[src/rtl/pix_stamp_pkg.sv]
// Package: shared types for the pixel edge time-stamp logic.
// Assumes nothing beyond a single clock domain for all users.
package pix_stamp_pkg;
    // Capture sequencing: waiting for a hit, leading edge stored, word complete.
    typedef enum logic [1:0] {
        ST_IDLE  = 2'd0,
        ST_ARMED = 2'd1,
        ST_PEND  = 2'd2
    } cap_state_t;
endpackage

[src/rtl/pix_disc_sync.sv]
// Module: brings the asynchronous discriminator level into the clock domain
// through STAGES flip-flops, then flags one-cycle rise and fall events.
// Assumes disc_in may change at any time relative to clk.
module pix_disc_sync #(
    parameter int STAGES = 2
) (
    input  logic clk,
    input  logic rst_n,
    input  logic disc_in,
    output logic level,
    output logic rise,
    output logic fall
);
    logic [STAGES:0] pipe_q;

    // Synchronizer chain plus one extra stage used to detect edges.
    always_ff @(posedge clk) begin
        if (!rst_n) pipe_q <= '0;
        else        pipe_q <= {pipe_q[STAGES-1:0], disc_in};
    end

    // Edge events from the last synchronized stage against its delayed copy.
    always_comb begin
        level = pipe_q[STAGES-1];
        rise  = pipe_q[STAGES-1] & ~pipe_q[STAGES];
        fall  = ~pipe_q[STAGES-1] & pipe_q[STAGES];
    end
endmodule

[src/rtl/pix_stamp_store.sv]
// Module: stores the leading and trailing time stamps of one hit. It raises
// the pending flag once both stamps are held and clears on a granted read.
// Assumes rise and fall are single-cycle events that never occur together.
module pix_stamp_store
    import pix_stamp_pkg::*;
#(
    parameter int TS_W = 8
) (
    input  logic            clk,
    input  logic            rst_n,
    input  logic            rise,
    input  logic            fall,
    input  logic [TS_W-1:0] ts_bus,
    input  logic            grant,
    output logic            pending,
    output logic [TS_W-1:0] lead_ts,
    output logic [TS_W-1:0] trail_ts
);
    cap_state_t state_q;

    // Capture sequencing and stamp registers.
    always_ff @(posedge clk) begin
        if (!rst_n) begin
            state_q  <= ST_IDLE;
            lead_ts  <= '0;
            trail_ts <= '0;
        end else begin
            case (state_q)
                ST_IDLE: if (rise) begin
                    lead_ts <= ts_bus;
                    state_q <= ST_ARMED;
                end
                ST_ARMED: if (fall) begin
                    trail_ts <= ts_bus;
                    state_q  <= ST_PEND;
                end
                ST_PEND: if (grant) begin
                    lead_ts  <= '0;
                    trail_ts <= '0;
                    state_q  <= ST_IDLE;
                end
                default: state_q <= ST_IDLE;
            endcase
        end
    end

    // Pending flag decoded from the sequencing state.
    always_comb pending = (state_q == ST_PEND);
endmodule

[src/rtl/pix_bus_drive.sv]
// Module: places the stored hit word on the shared column bus only while
// granted with a hit pending. It drives zeros and a low enable otherwise.
// Assumes the column combines pixel outputs qualified by their enables.
module pix_bus_drive #(
    parameter int TS_W   = 8,
    parameter int ADDR_W = 6,
    parameter logic [ADDR_W-1:0] PIX_ADDR = '0,
    localparam int BUS_W = 2*TS_W + ADDR_W
) (
    input  logic             grant,
    input  logic             pending,
    input  logic [TS_W-1:0]  lead_ts,
    input  logic [TS_W-1:0]  trail_ts,
    output logic             col_oe,
    output logic [BUS_W-1:0] col_data
);
    // Gate the word onto the bus for the granted cycle only.
    always_comb begin
        col_oe   = grant & pending;
        col_data = col_oe ? {lead_ts, trail_ts, PIX_ADDR} : '0;
    end
endmodule

[src/rtl/pix_edge_stamp.sv]
// Module: top of the per-pixel digital logic. It synchronizes the
// discriminator and stores the edge stamps, then exports the hit on grant.
// Assumes ts_bus is stable around each clock edge (Gray-coded upstream).
module pix_edge_stamp #(
    parameter int TS_W   = 8,
    parameter int ADDR_W = 6,
    parameter logic [ADDR_W-1:0] PIX_ADDR = '0,
    localparam int BUS_W = 2*TS_W + ADDR_W
) (
    input  logic             clk,
    input  logic             rst_n,
    input  logic             disc_in,
    input  logic [TS_W-1:0]  ts_bus,
    input  logic             grant,
    output logic             hit_pending,
    output logic             col_oe,
    output logic [BUS_W-1:0] col_data
);
    logic            disc_s, disc_rise, disc_fall;
    logic [TS_W-1:0] lead_ts, trail_ts;
    logic [2*TS_W-1:0] stamp_word;

    pix_disc_sync #(.STAGES(2)) u_sync (
        .clk(clk), .rst_n(rst_n), .disc_in(disc_in),
        .level(disc_s), .rise(disc_rise), .fall(disc_fall)
    );

    pix_stamp_store #(.TS_W(TS_W)) u_store (
        .clk(clk), .rst_n(rst_n), .rise(disc_rise), .fall(disc_fall),
        .ts_bus(ts_bus), .grant(grant), .pending(hit_pending),
        .lead_ts(lead_ts), .trail_ts(trail_ts)
    );

    pix_bus_drive #(.TS_W(TS_W), .ADDR_W(ADDR_W), .PIX_ADDR(PIX_ADDR)) u_drive (
        .grant(grant), .pending(hit_pending), .lead_ts(lead_ts),
        .trail_ts(trail_ts), .col_oe(col_oe), .col_data(col_data)
    );

    // Stored word, kept visible for the bound checker.
    always_comb stamp_word = {lead_ts, trail_ts};
endmodule

[config.mk]
export PLATFORM = sky130hd
export DESIGN_NAME = pix_edge_stamp
export DESIGN_NICKNAME = d
export VERILOG_FILES = /design/src/rtl/pix_stamp_pkg.sv /design/src/rtl/pix_disc_sync.sv /design/src/rtl/pix_stamp_store.sv /design/src/rtl/pix_bus_drive.sv /design/src/rtl/pix_edge_stamp.sv
export SDC_FILE = /design/constraint.sdc
export NUM_CORES = 1
export LEC_CHECK = 0
export ABC_AREA = 1
export BUFFER_PORTS_ARGS = -buffer_cell sky130_fd_sc_hd__buf_4
export CELL_PAD_IN_SITES_DETAIL_PLACEMENT = 1
export CELL_PAD_IN_SITES_GLOBAL_PLACEMENT = 1
export CORE_ASPECT_RATIO = 1.5
export CORE_UTILIZATION = 37
export DETAILED_ROUTE_END_ITERATION = 7
export GPL_TIMING_DRIVEN = 1
export PLACE_DENSITY_LB_ADDON = 0.1
export SLEW_MARGIN = 20
export SYNTH_ARGS = -nofsm -noshare
export SYNTH_HDL_FRONTEND = slang
export SYNTH_HIERARCHICAL = 1
export SYNTH_SLANG_ARGS = --single-unit
[constraint.sdc]
create_clock -name clk -period 1.8 [get_ports clk]
set_clock_uncertainty 0.05 [all_clocks]
set_input_delay 0.18 -clock clk [delete_from_list [all_inputs] [get_ports clk]]
set_output_delay 0.18 -clock clk [all_outputs]
set_load 0.01 [all_outputs]
======== Yosys cells after proc, flatten, opt, wreduce, memory -nomap -nowiden ========
Cells that the tools add are included.
storage, ports and cells
  register bits after elaboration ......... 21
  latch bits .............................. 0
  memory bits (writable) .................. 0
  memory bits (read-only) ................. 0
  bits of input ports ..................... 12
  output and inout bits ................... 24
  logic and storage cells ................. 30
  memories ................................ 0
operators by class
  add/sub/neg operators ................... 0
  multiply operators ...................... 0
  div/mod/pow operators ................... 0
  order comparisons ....................... 0
  equality and inequality tests ........... 5
  shift-type cells ........................ 0
  multiplexer cells ....................... 10
  bitwise logic cells ..................... 5
  reduce and logical (&&, ||, !) cells .... 6
operators with widths
  kind                number
  $pmux 8 s2          2
  $mux 8              3
  $mux 22             1
  $reduce_and 3->1    3
  $mux 2              3
  $ne 2x2->1 const B  3
  $pmux 2 s3          1
  $reduce_bool 2->1   2
  $and 1x1->1         3
  $eq 2x1->1 const B  1
  $eq 2x2->1 const B  1
  $logic_not 2->1     1
  $not 1->1           2

======== Logic depth before layout (Yosys ltp) ========
  depth after elaboration ................. 4
  mapped depth ............................ 6
  mapped depth without buffers ............ 5

======== By module ========
The synthesis kept the hierarchy.
by module, submodules not included
  module           times used  cells an instance  area each (um^2)  sequential area each (um^2)
  pix_stamp_store  1           85                 745.7             360.3
  pix_bus_drive    1           42                 217.7             0.0
  pix_disc_sync    1           13                 100.1             60.1

======== Least setup slack after synthesis ========
No wires, ideal clock.
  kind .................................... register to output
  start point ............................. register u_store.state_q[1]
  end point ............................... output col_data[13]
  arrival ................................. 1.150 ns
  data required time ...................... 1.570 ns
  path slack .............................. 0.420 ns
  cell stages (with the launch flop) ...... 7
  buffers on the path ..................... 2
  cells stage by stage .................... dfxtp_1 -> inv_2 -> buf_6 -> nor2_4 -> nand2_2 -> buf_6 -> nor2_2
on the way
  word-level cells in the longest chain between the ends .. 3
RTL lines
  item                      line                   text
  start: declaration        pix_stamp_store.sv:19  cap_state_t state_q;
  start signal: assignment  pix_stamp_store.sv:24  state_q <= ST_IDLE;
  start signal: assignment  pix_stamp_store.sv:31  state_q <= ST_ARMED;
  start signal: assignment  pix_stamp_store.sv:35  state_q <= ST_PEND;
  $eq 2x2->1                pix_stamp_store.sv:48  always_comb pending = (state_q == ST_PEND);
  net hit_pending           pix_edge_stamp.sv:15   output logic hit_pending,
  $and 1x1->1               pix_bus_drive.sv:19    col_oe = grant & pending;
  $mux 22                   pix_bus_drive.sv:20    col_data = col_oe ? {lead_ts, trail_ts, PIX_ADDR} : '0;
  end: declaration          pix_edge_stamp.sv:17   output logic [BUS_W-1:0] col_data
The timed path passes the listed nets, and every way through them passes these cells.

======== Worst setup path after layout ========
  start point ............................. register u_store.state_q[1]
  end point ............................... output col_data[8]
on the way
  word-level cells in the longest chain between the ends .. 3
RTL lines
  item         line
  $eq 2x2->1   pix_stamp_store.sv:48
  $and 1x1->1  pix_bus_drive.sv:19
  $mux 22      pix_bus_drive.sv:20
Every way passes these cells.

==> results_dict.tcl <==
set metrics [dict create \
    outcome "finished, final reports clean" \
    clock_latency_ps 260 \
    max-cap-violations 0 \
    timing.critical_path.slowest_cell_delay_ps 390 \
    final_antenna_net_count 0 \
    number_of_distinct_library_cells_after_synthesis 20 \
    yosysSeqAreaShare_pct 39.5 \
    timing.critical_path.required_ps 1570 \
    synthTopCellsByArea "sky130_fd_sc_hd__dfxtp_1 (40%), sky130_fd_sc_hd__nand3_1 (11%), sky130_fd_sc_hd__a21oi_1 (8.5%)" \
    gpl.final_weighted_congestion 0.787 \
    clkTransAtPathRegs_ps 70 \
    detail_route.wl_per_cell_um 12.2 \
    globalRouteTotalUtil_pct 18.9 \
    final-max-slew-violation-count 0 \
    clock_tree.buffer_depth 2 \
    io_pins 36 \
    post-synth-top-area-fraction_pct 39.5 \
    share_of_cells_above_drive_strength_1_pct 32.3 \
    fmax_mhz 625 \
    cts_tree "built" \
    design_area_sq_um 1320 \
    rsz0062_at_grt "false" \
    finalHoldWorstSlack_ps 47.6 \
    area_after_dpl_sq_um 1260 \
    grt_first_pass_wirelength_um 4240 \
    path_class "reg2out" \
    global_route.overflow_total 0 \
    drt_iter0_markers 12 \
    timing.hold.worst.class "in2reg" \
    final.min_clock_period_ps 1600 \
    fillers 384 \
    nNetsFinal 180 \
    final_cell_count_no_fill 204 \
    p_leak_nw 0.508 \
    core_area_sq_um 2710 \
    route.detailed.drc 0 \
    tritoncts.num_buffers 3 \
    initial_antenna_violation_count 0 \
    internal_power_mw 0.659 \
    slowest_stage "sky130_fd_sc_hd__dfxtp_2" \
    irDropWorstVdd_uv 557 \
    via_per_inst 4.78 \
    synth_area_per_cell_sq_um 7.60 \
    synth.cell_area_sq_um 1060 \
    critical_path.startpoint_type "flip-flop" \
    timing.final.setup_violations 0 \
    num_clock_sinks 21 \
    dieArea_sq_um 3100 \
    power.clock.fraction_pct 35.7 \
    power.sequential.fraction_pct 55.5 \
    final_count_of_hold_timing_violations 0 \
    swShare_pct 24.0 \
    initial_core_util_pct 39.3 \
    routed_vias 975 \
    hold_bufs_inserted_after_cts 0 \
    finalSetupTns_ps 0 \
    dpl.hpwl_um 1850 \
    min_period_over_period_pct 88.9 \
    pin_count_of_the_biggest_net_entering_global_routing 19 \
    synth-seq-cells 21 \
    syn_to_final_growth_pct 23.6 \
    arrival_time_at_the_worst_endpoint_ps 1370 \
    routed_wirelength_um 2480 \
    first_global_vias 946 \
    n_antenna_cell 0 \
    io_buffers 29 \
    firstDrtPassIters 4 \
    netlist_instances 140 \
    synth_largest_area_cell "sky130_fd_sc_hd__dfxtp_1" \
    crit_path_end_kind "output pin" \
    comb_power_share_pct 8.9 \
    fp.dieH_um 67.7 \
    numPlacedInstances 200 \
    number_of_post_cts_setup_repair_buffers 0 \
    cp_max_fo 17 \
    floorplan.die.width_um 45.8 \
    switchingPower_mw 0.208 \
    ctsHtreeMaxLevel 1 \
    cts.root.buffer_cell "sky130_fd_sc_hd__clkbuf_8" \
    crit_path_cell_trace "inv_2 > nor2_4 > nand2_4 > nor2_1 > buf_4" \
    cellPowerDensity_nw_per_um2 659 \
    yosys_warnings 6 \
    postLayoutCoreUtil_pct 48.6 \
    placementRows 23 \
]
-- through the flow --
step,power (mW),setup slack (ps)
floorplan,0.544,420
global placement,0.565,291
detailed placement,0.567,245
CTS,0.884,75.4
global route,0.911,96.1
finish,0.867,200
-- cells by family after synthesis --
logic type	share of synthesized area, %
buffers and inverters	18.5
and+or+nand+nor	33.2
DFF	39.5
other	0.353
AOI/OAI and AO/OA	8.47
-- path summary, 6_finish.rpt --
kind	start	end	slack, ps	cells after the start
worst max-delay path	u_store/state_q[1]$_SDFFE_PN0P_	col_data[8]	200	5
worst min-delay path	disc_in	u_sync/pipe_q[0]$_SDFF_PN0_	50	3
worst max register to register	u_store/state_q[0]$_SDFFE_PN0P_	u_store/lead_ts[0]$_SDFFE_PN0P_	500	5
worst min register to register	u_sync/pipe_q[0]$_SDFF_PN0_	u_sync/pipe_q[1]$_SDFF_PN0_	360	2
-- critical path: cells and delay by family (launching register included) --
kind,cells,cell delay [ps]
buffers and inverters,2,260
and+or+nand+nor,3,450
DFF,1,390
-- sequential cells by signal, summed over array words and instances (netlist names) --
name              count
u_store/trail_ts      8
u_store/lead_ts       8
u_store/state_q       2
u_sync/pipe_q         3
-- metal layers --
metal	GRT usage, %	share of wire (%)
met5	0	0
met4	8.82	2.0
met3	3.74	4.3
met2	32.1	56
met1	21.9	38
-- cell usage after synthesis --
cell / n
sky130_fd_sc_hd__nor2_2: 9
sky130_fd_sc_hd__dfxtp_1: 21
sky130_fd_sc_hd__clkbuf_1: 2
sky130_fd_sc_hd__nand3_4: 1
sky130_fd_sc_hd__nand4_1: 8
sky130_fd_sc_hd__inv_2: 2
sky130_fd_sc_hd__nand2_2: 2
sky130_fd_sc_hd__clkinv_1: 1
sky130_fd_sc_hd__nand3_1: 24
sky130_fd_sc_hd__nor2_4: 3
sky130_fd_sc_hd__buf_6: 3
sky130_fd_sc_hd__nand2_1: 4
sky130_fd_sc_hd__buf_4: 7
sky130_fd_sc_hd__conb_1: 1
sky130_fd_sc_hd__inv_1: 23
sky130_fd_sc_hd__nand3_2: 1
sky130_fd_sc_hd__a21oi_1: 18
sky130_fd_sc_hd__nor2_1: 8
sky130_fd_sc_hd__clkbuf_2: 1
sky130_fd_sc_hd__nand3b_1: 1
-- cells in the final DEF, fill, tap and decap left out, types with 2 or more instances in the layout --
| cell type | synthesis | layout |
|---|---|---|
| sky130_fd_sc_hd__buf_4 | 7 | 31 |
| sky130_fd_sc_hd__nand3_1 | 24 | 24 |
| sky130_fd_sc_hd__inv_1 | 23 | 23 |
| sky130_fd_sc_hd__dfxtp_1 | 21 | 20 |
| sky130_fd_sc_hd__a21oi_1 | 18 | 18 |
| sky130_fd_sc_hd__nor2_2 | 9 | 9 |
| sky130_fd_sc_hd__nor2_1 | 8 | 8 |
| sky130_fd_sc_hd__nand4_1 | 8 | 8 |
| sky130_fd_sc_hd__conb_1 | 1 | 6 |
| sky130_fd_sc_hd__nand2_1 | 4 | 4 |
| sky130_fd_sc_hd__clkbuf_8 | 0 | 3 |
| sky130_fd_sc_hd__nor2_4 | 3 | 3 |
| sky130_fd_sc_hd__inv_2 | 2 | 2 |
-- power by group through the flow --
stage / clock network [mW] / registers [mW] / logic, mW
2_1_floorplan: 0 / 0.491 / 0.0527
3_3_place_gp: 0 / 0.491 / 0.0743
3_5_place_dp: 0 / 0.491 / 0.0759
4_1_cts: 0.326 / 0.481 / 0.0771
5_1_grt: 0.342 / 0.482 / 0.0863
6_report: 0.309 / 0.481 / 0.0767
-- what timing repair did --
item,CTS,global route
pin swaps,0,0
setup endpoints to repair,16,5
gates resized for setup,1,1
-- area by class of cell --
type                       count  area [sq um]  area share, %
clock buffer                   3          41.3           3.14
clock inverter                 1          5.00          0.381
inverter                      26          97.6           7.42
multi-input combinational     85           470           35.8
sequential                    21           422           32.1
tap                           37          46.3           3.52
timing repair buffer          31           233           17.7
Note: power is estimated with default switching activity, not from simulation.
